[src/rtl/i2cw_pkg.sv]
package i2cw_pkg;
  localparam int BYTE_BITS = 8;
  localparam int CNT_W     = 4;

  typedef enum logic [2:0] {
    ST_IDLE,
    ST_SHIFT,
    ST_HOLD,
    ST_ACK,
    ST_SKIP
  } rx_state_e;
endpackage

[src/rtl/i2cw_line_sync.sv]
module i2cw_line_sync #(
  parameter int STAGES = 2
) (
  input  logic clk,
  input  logic rst_n,
  input  logic scl_in,
  input  logic sda_in,
  output logic sda_s,
  output logic scl_rise,
  output logic scl_fall,
  output logic start_det,
  output logic stop_det
);
  localparam int LINES = 2;

  logic [LINES-1:0]             raw;
  logic [LINES-1:0][STAGES-1:0] chain_q;
  logic                         scl_s;
  logic                         scl_q;
  logic                         sda_q;

  assign raw = {sda_in, scl_in};

  // one synchronizer chain per bus line; idle bus level is high
  for (genvar g = 0; g < LINES; g++) begin : g_line
    always_ff @(posedge clk or negedge rst_n) begin
      if (!rst_n) chain_q[g] <= '1;
      else        chain_q[g] <= {chain_q[g][STAGES-2:0], raw[g]};
    end
  end

  assign scl_s = chain_q[0][STAGES-1];
  assign sda_s = chain_q[1][STAGES-1];

  always_ff @(posedge clk or negedge rst_n) begin
    if (!rst_n) begin
      scl_q <= 1'b1;
      sda_q <= 1'b1;
    end else begin
      scl_q <= scl_s;
      sda_q <= sda_s;
    end
  end

  assign scl_rise  =  scl_s && !scl_q;
  assign scl_fall  = !scl_s &&  scl_q;
  assign start_det =  scl_s &&  scl_q &&  sda_q && !sda_s;
  assign stop_det  =  scl_s &&  scl_q && !sda_q &&  sda_s;
endmodule

[src/rtl/i2cw_rx_fsm.sv]
module i2cw_rx_fsm
  import i2cw_pkg::*;
#(
  parameter logic [5:0] ADDR_HI = 6'b011100
) (
  input  logic       clk,
  input  logic       rst_n,
  input  logic       scl_rise,
  input  logic       scl_fall,
  input  logic       sda_s,
  input  logic       start_det,
  input  logic       stop_det,
  input  logic       sa0,
  input  logic       busy,
  input  logic       ack_ok,
  output logic       sda_pull,
  output logic       scl_pull,
  output logic       addr_hit,
  output logic       byte_done,
  output logic [7:0] rx_byte
);
  rx_state_e              state_q, state_d;
  logic [BYTE_BITS-1:0]   shreg_q, shreg_d;
  logic [CNT_W-1:0]       bitcnt_q, bitcnt_d;
  logic                   first_q, first_d;
  logic                   ack_q, ack_d;
  logic                   boundary;
  logic                   addr_match;

  assign boundary   = scl_fall && (bitcnt_q == CNT_W'(BYTE_BITS));
  assign addr_match = (shreg_q[7:2] == ADDR_HI) && (shreg_q[1] == sa0) && !shreg_q[0];

  always_comb begin
    state_d   = state_q;
    shreg_d   = shreg_q;
    bitcnt_d  = bitcnt_q;
    first_d   = first_q;
    ack_d     = ack_q;
    addr_hit  = 1'b0;
    byte_done = 1'b0;
    case (state_q)
      ST_SHIFT: begin
        if (scl_rise && (bitcnt_q < CNT_W'(BYTE_BITS))) begin
          shreg_d  = {shreg_q[BYTE_BITS-2:0], sda_s};
          bitcnt_d = bitcnt_q + 1'b1;
        end
        if (boundary) begin
          if (first_q) begin
            if (addr_match) begin
              addr_hit = 1'b1;
              first_d  = 1'b0;
              ack_d    = 1'b1;
              state_d  = busy ? ST_HOLD : ST_ACK;
            end else begin
              state_d  = ST_SKIP;
            end
          end else begin
            byte_done = 1'b1;
            ack_d     = ack_ok;
            state_d   = busy ? ST_HOLD : ST_ACK;
          end
        end
      end
      ST_HOLD: begin
        if (!busy) state_d = ST_ACK;
      end
      ST_ACK: begin
        if (scl_fall) begin
          ack_d    = 1'b0;
          bitcnt_d = '0;
          state_d  = ST_SHIFT;
        end
      end
      default: ;
    endcase
    // bus conditions override everything; START wins over STOP
    if (start_det) begin
      state_d   = ST_SHIFT;
      first_d   = 1'b1;
      bitcnt_d  = '0;
      ack_d     = 1'b0;
      addr_hit  = 1'b0;
      byte_done = 1'b0;
    end else if (stop_det) begin
      state_d   = ST_IDLE;
      bitcnt_d  = '0;
      ack_d     = 1'b0;
      addr_hit  = 1'b0;
      byte_done = 1'b0;
    end
  end

  always_ff @(posedge clk or negedge rst_n) begin
    if (!rst_n) begin
      state_q  <= ST_IDLE;
      shreg_q  <= '0;
      bitcnt_q <= '0;
      first_q  <= 1'b1;
      ack_q    <= 1'b0;
    end else begin
      state_q  <= state_d;
      shreg_q  <= shreg_d;
      bitcnt_q <= bitcnt_d;
      first_q  <= first_d;
      ack_q    <= ack_d;
    end
  end

  assign sda_pull = ack_q;
  assign scl_pull = (state_q == ST_HOLD);
  assign rx_byte  = shreg_q;


  ack_hold_chk: assert property (@(posedge clk) disable iff (!rst_n)
    (sda_pull && !scl_fall && !start_det && !stop_det) |=> sda_pull);


  ack_release_chk: assert property (@(posedge clk) disable iff (!rst_n)
    (state_q == ST_ACK && scl_fall && !start_det && !stop_det) |=> !sda_pull);


  stretch_hold_chk: assert property (@(posedge clk) disable iff (!rst_n)
    (scl_pull && busy && !start_det && !stop_det) |=> scl_pull);


  skip_quiet_chk: assert property (@(posedge clk) disable iff (!rst_n)
    (state_q == ST_SKIP && !start_det) |=> (!sda_pull && !byte_done));
endmodule

[src/rtl/i2cw_cmd_track.sv]
module i2cw_cmd_track #(
  parameter int               SUB_W    = 3,
  parameter logic [6-SUB_W:0] SEL_CODE = 4'b1100
) (
  input  logic             clk,
  input  logic             rst_n,
  input  logic             addr_hit,
  input  logic             byte_done,
  input  logic [7:0]       byte_in,
  output logic             cmd_ph,
  output logic [SUB_W-1:0] sub_q
);
  logic             cmd_q, cmd_d;
  logic [SUB_W-1:0] sub_d;
  logic             cmd_byte;

  assign cmd_byte = byte_done && cmd_q;

  always_comb begin
    cmd_d = cmd_q;
    sub_d = sub_q;
    if (cmd_byte && (byte_in[6:SUB_W] == SEL_CODE)) sub_d = byte_in[SUB_W-1:0];
    if (cmd_byte && !byte_in[7])                    cmd_d = 1'b0;
    if (addr_hit)                                   cmd_d = 1'b1;
  end

  always_ff @(posedge clk or negedge rst_n) begin
    if (!rst_n) begin
      cmd_q <= 1'b0;
      sub_q <= '0;
    end else begin
      cmd_q <= cmd_d;
      sub_q <= sub_d;
    end
  end

  assign cmd_ph = cmd_q;


  last_cmd_chk: assert property (@(posedge clk) disable iff (!rst_n)
    (byte_done && cmd_ph && !byte_in[7] && !addr_hit) |=> !cmd_ph);


  sub_load_chk: assert property (@(posedge clk) disable iff (!rst_n)
    (byte_done && cmd_ph && (byte_in[6:SUB_W] == SEL_CODE))
      |=> (sub_q == $past(byte_in[SUB_W-1:0])));
endmodule

[src/rtl/i2cw_slave.sv]
module i2cw_slave #(
  parameter int         SYNC_STAGES = 2,
  parameter int         SUB_W       = 3,
  parameter logic [5:0] ADDR_HI     = 6'b011100
) (
  input  logic             clk,
  input  logic             rst_n,
  input  logic             scl_in,
  input  logic             sda_in,
  input  logic             sa0,
  input  logic [SUB_W-1:0] a_pins,
  input  logic             busy,
  output logic             sda_pull,
  output logic             scl_pull,
  output logic             rx_valid,
  output logic [7:0]       rx_data,
  output logic             rx_is_cmd
);
  localparam logic [6-SUB_W:0] SEL_CODE = {2'b11, {(5-SUB_W){1'b0}}};

  logic [1:0]       rst_pipe;
  logic             rst_n_i;
  logic             sda_s, scl_rise, scl_fall, start_det, stop_det;
  logic             addr_hit, byte_done, ack_ok, cmd_ph, strobe_en;
  logic [7:0]       rx_byte;
  logic [SUB_W-1:0] sub_q;

  // reset asserts at once and releases on a clock edge
  always_ff @(posedge clk or negedge rst_n) begin
    if (!rst_n) rst_pipe <= '0;
    else        rst_pipe <= {rst_pipe[0], 1'b1};
  end
  assign rst_n_i = rst_pipe[1];

  i2cw_line_sync #(.STAGES(SYNC_STAGES)) u_sync (
    .clk       (clk),
    .rst_n     (rst_n_i),
    .scl_in    (scl_in),
    .sda_in    (sda_in),
    .sda_s     (sda_s),
    .scl_rise  (scl_rise),
    .scl_fall  (scl_fall),
    .start_det (start_det),
    .stop_det  (stop_det)
  );

  i2cw_rx_fsm #(.ADDR_HI(ADDR_HI)) u_fsm (
    .clk       (clk),
    .rst_n     (rst_n_i),
    .scl_rise  (scl_rise),
    .scl_fall  (scl_fall),
    .sda_s     (sda_s),
    .start_det (start_det),
    .stop_det  (stop_det),
    .sa0       (sa0),
    .busy      (busy),
    .ack_ok    (ack_ok),
    .sda_pull  (sda_pull),
    .scl_pull  (scl_pull),
    .addr_hit  (addr_hit),
    .byte_done (byte_done),
    .rx_byte   (rx_byte)
  );

  i2cw_cmd_track #(.SUB_W(SUB_W), .SEL_CODE(SEL_CODE)) u_track (
    .clk       (clk),
    .rst_n     (rst_n_i),
    .addr_hit  (addr_hit),
    .byte_done (byte_done),
    .byte_in   (rx_byte),
    .cmd_ph    (cmd_ph),
    .sub_q     (sub_q)
  );

  // commands go to every addressed slave, data only to the selected one
  assign ack_ok    = cmd_ph || (sub_q == a_pins);
  assign strobe_en = byte_done && ack_ok;

  always_ff @(posedge clk or negedge rst_n_i) begin
    if (!rst_n_i) begin
      rx_valid  <= 1'b0;
      rx_data   <= '0;
      rx_is_cmd <= 1'b0;
    end else begin
      rx_valid <= strobe_en;
      if (strobe_en) begin
        rx_data   <= rx_byte;
        rx_is_cmd <= cmd_ph;
      end
    end
  end


  data_gate_chk: assert property (@(posedge clk) disable iff (!rst_n_i)
    (byte_done && !cmd_ph && (sub_q != a_pins)) |=> (!sda_pull && !rx_valid));


  strobe_pulse_chk: assert property (@(posedge clk) disable iff (!rst_n_i)
    rx_valid |=> !rx_valid);


  reset_quiet_chk: assert property (@(posedge clk)
    !rst_n_i |-> (!sda_pull && !scl_pull && !rx_valid));
endmodule

[config.mk]
export PLATFORM = sky130hd
export DESIGN_NAME = i2cw_slave
export DESIGN_NICKNAME = d
export VERILOG_FILES = /design/src/rtl/i2cw_pkg.sv /design/src/rtl/i2cw_line_sync.sv /design/src/rtl/i2cw_rx_fsm.sv /design/src/rtl/i2cw_cmd_track.sv /design/src/rtl/i2cw_slave.sv
export SDC_FILE = /design/constraint.sdc
export NUM_CORES = 1
export LEC_CHECK = 0
export BUFFER_PORTS_ARGS = -buffer_cell sky130_fd_sc_hd__buf_4
export CORE_MARGIN = 8
export CORE_UTILIZATION = 32
export CTS_BUF_LIST = sky130_fd_sc_hd__clkbuf_4
export CTS_CLUSTER_DIAMETER = 80
export DETAILED_ROUTE_END_ITERATION = 12
export SYNTH_ARGS = -nofsm -noshare
export SYNTH_HDL_FRONTEND = slang
export SYNTH_SLANG_ARGS = --single-unit
[constraint.sdc]
create_clock -name clk -period 1.2 [get_ports clk]
set_input_delay 0.24 -clock clk [delete_from_list [all_inputs] [get_ports clk]]
set_output_delay 0.24 -clock clk [all_outputs]
set_load 0.02 [all_outputs]
==> out/qor.yml <==
run_status:
  result_of_the_run: "finished, violations left"
  violations: "setup timing"
detailed_routing:
  totalWireLength_mm: 4.329
  via_per_inst: 4.635
  post-route-drc-count: 0
  drt-wirelength-per-cell_um: 14.24
  detail-route-antenna-nets: 0
  drt_iter0_markers: 51
  drt_pass1_iterations: 4
  num_vias: 1409
yosys:
  synth-seq-cells: 39
  synth_edf_count: 0
  ys_async_sr_fraction_pct: 100.0
  synth_area_um2: 1734
  synth_nets: 160
  syn_inst: 149
  synth.yosys.warnings: 0
  synthDistinctLibCells: 42
  synth.yosys.seq_area_share_pct: 56.78
  postSynth.topFlopCell: "dfrtp_1"
  synthesis.area_per_instance_um2: 11.64
clock_network:
  cts_root_buf: "clkbuf_4"
  cts_num_sinks: 39
  clk_latency_ns: 0.36
  cts_buffers: 5
  clock_path_buffers: 2
  htree_levels: 2
  cts_tree: "built"
  path_clk_slew_ns: 0.12
global_routing:
  number_of_antenna_violations_at_the_first_check_in_global_routing: 0
  grt_util_all_layers_pct: 11.99
  grt-ovfl-total: 0
  first_global_vias: 1488
  pin_count_of_the_biggest_net_entering_global_routing: 38
  grt_first_pass_wirelength_mm: 7.169
final_layout:
  final_non_filler_cell_area_um2: 2740
  finalCoreUtilization_pct: 51.01
  antenna_cells: 0
  top_library_cells_by_usage_in_the_layout_fill_and_taps_aside: "60 x buf_4, 32 x dfrtp_1, 15 x buf_6, 14 x nand2_1, 14 x mux2_4"
  filler_cell_count: 493
  layout-drive-gt1-share_pct: 60.34
  layout_commonest_cell: "buf_4"
  layout-area-overhead-vs-synth_pct: 58.01
  finalNetCount: 242
  final_cells: 304
floorplan:
  die-height_um: 89.62
  dieArea_um2: 8031
  start_util_pct: 32.29
  rows: 27
  die_width_um: 89.62
  ios: 21
  coreArea_um2: 5371
setup_path:
  crit_path_end_kind: "flip-flop"
  worst-setup-path-type: "flip-flop to flip-flop"
  worst-path-stages: 6
  crit_path_start_kind: "flip-flop"
  r2r.worst_path.cells: 6
  cpMaxStageDelayCell: "or4_4"
  critical_path_buf_inv_count: 1
  timing.critical_path.mode_cell: "or4_4"
  worst-path-max-fanout: 3
  cpLargestDelayFamily: "simple AND/OR/NAND/NOR gates"
  required_ns: 1.45
  critical_path.max_stage_delay_ns: 0.47
  critical_path_cell_by_cell: "inv_1, ha_2, nand3b_1, or4_4, or4_4, mux2_4"
  critical_path_arrival_ns: 2.33
timing:
  report.final.hold_viol_count: 0
  fin_ws_ns: -0.8841
  sum_neg_setup_slack_ns: -19.50
  max_freq_mhz: 479.8
  timing.final.setup_violations: 32
  hold_ws_ns: 0.1804
  min_period_ns: 2.084
  period_share_pct: 173.7
  grt_setup_unrepaired: "true"
  clock-skew-final_ns: 0.007067
  timing_max_transition_violations_final: 0
min_path:
  hold_path_class: "input port to async pin"
power_and_ir_drop:
  power.clock.fraction_pct: 24.2
  leakage_nw: 1.305
  cellInternalPower_mw: 1.959
  total_power_mw: 2.748
  power_switching_mw: 0.7890
  vdd_ir_drop_max_uv: 419.5
  switching_share_of_power_pct: 28.71
  power-per-cell-area_nw_per_um2: 1003
  combPwrFrac_pct: 22.1
  sequentialPowerShare_pct: 53.7
placement:
  place.port_buffers: 20
  gp_congestion: 0.7845
  dp_cells: 276
  detailedPlacementHpwl_mm: 2.904
  placed_inst_area_um2: 2318
  place_ws_ns: -0.8557
flow_run:
  max-cap-violations: 0
## flip-flops by register name, indices dropped and copies added (netlist names)
name / count
rx_data: 8
u_fsm.rx_byte: 8
u_fsm.bitcnt_q: 4
u_fsm.state_q: 3
u_sync.chain_q: 3
u_track.sub_q: 3
rst_pipe: 2
rx_is_cmd: 1
rx_valid: 1
u_fsm.first_q: 1
u_fsm.sda_pull: 1
u_sync.scl_q: 1
u_sync.sda_q: 1
u_sync.sda_s: 1
u_track.cmd_ph: 1
## path summary, 6_finish.rpt
kind                       slack (ns)                            to                           from
setup / recovery                -0.88  u_track.sub_q[0]$_DFFE_PN0P_  u_fsm.bitcnt_q[0]$_DFFE_PN0P_
hold / removal                   0.18         rst_pipe[0]$_DFF_PN0_                          rst_n
setup reg to reg                -0.88  u_track.sub_q[0]$_DFFE_PN0P_  u_fsm.bitcnt_q[0]$_DFFE_PN0P_
hold reg to reg                  0.24        rx_data[3]$_DFFE_PN0P_          rst_pipe[1]$_DFF_PN0_
max in group asynchronous        0.70     u_fsm.first_q$_DFFE_PN1P_          rst_pipe[1]$_DFF_PN0_
min in group clk                 0.29         rx_is_cmd$_DFFE_PN0P_                      a_pins[0]
## layer usage
layer / wire length, um / global-route usage [%] / vias up
li1: - / - / 690
met3: 186 / 3.003 / 6
met2: 2082 / 19.05 / 21
met4: 95 / 6.344 / 0
met1: 1965 / 14.64 / 692
met5: 0 / 0 / -
## layout make-up
class	instances	area, um2	area share [%]
Tap cell	72	90.09	3.288
Inverter	4	17.52	0.6393
Clock inverter	3	15.01	0.5479
Clock buffer	5	37.54	1.370
Timing Repair Buffer	80	689.4	25.16
Sequential cell	39	984.7	35.94
Multi-Input combinational cell	101	905.9	33.06
## synthesized netlist by cell type, drive strengths merged, types with 3 or more instances
library cell / count / area share [%]
xnor2: 3 / 1.5
nand3b: 3 / 1.3
a21oi: 5 / 1.4
nor3: 4 / 1.4
clkbuf: 4 / 0.87
dfrtp: 32 / 46
inv: 4 / 0.87
dfstp: 7 / 11
nand2: 26 / 5.6
o21ai: 5 / 1.4
nor2b: 3 / 1.1
mux2: 14 / 9.7
nor2: 5 / 1.1
## worst reg2reg max path, cell delays in order, from the launching register on
cell and delay (ns):
dfrtp_1 0.40, inv_1 0.07, ha_2 0.15, nand3b_1 0.12, or4_4 0.47, or4_4 0.47, mux2_4 0.31
## kinds of logic (layout without fill, tap and decap cells)
logic type / Yosys count / count (layout) / synth area share [%]
other: 1 / 1 / 0.2162
buffers and inverters: 9 / 92 / 2.380
xor gates and xnor gates: 5 / 5 / 2.526
adders and majority gates: 2 / 2 / 1.443
muxes: 15 / 15 / 10.32
and+or+nand+nor: 53 / 53 / 16.31
AOI/OAI and AO/OA: 25 / 25 / 10.03
DFF: 39 / 39 / 56.78
## power groups by stage
stage / Sequential [mW] / Clock (mW) / Combinational (mW)
2_1_floorplan: 1.55 / 0 / 0.164
4_1_cts: 1.47 / 0.693 / 0.528
6_report: 1.48 / 0.666 / 0.607
5_1_grt: 1.49 / 0.767 / 0.670
3_3_place_gp: 1.49 / 0 / 0.472
3_5_place_dp: 1.50 / 0 / 0.480
## what timing repair did
action,4_1_cts,5_1_grt
setup endpoints to repair,32,41
gates cloned,0,0
endpoints found under the hold margin,4,0
gates resized for setup,23,33
pin swaps,8,26
setup buffers,9,9
hold buffers,3,0
No activity file was read; power rests on OpenSTA's default activity.
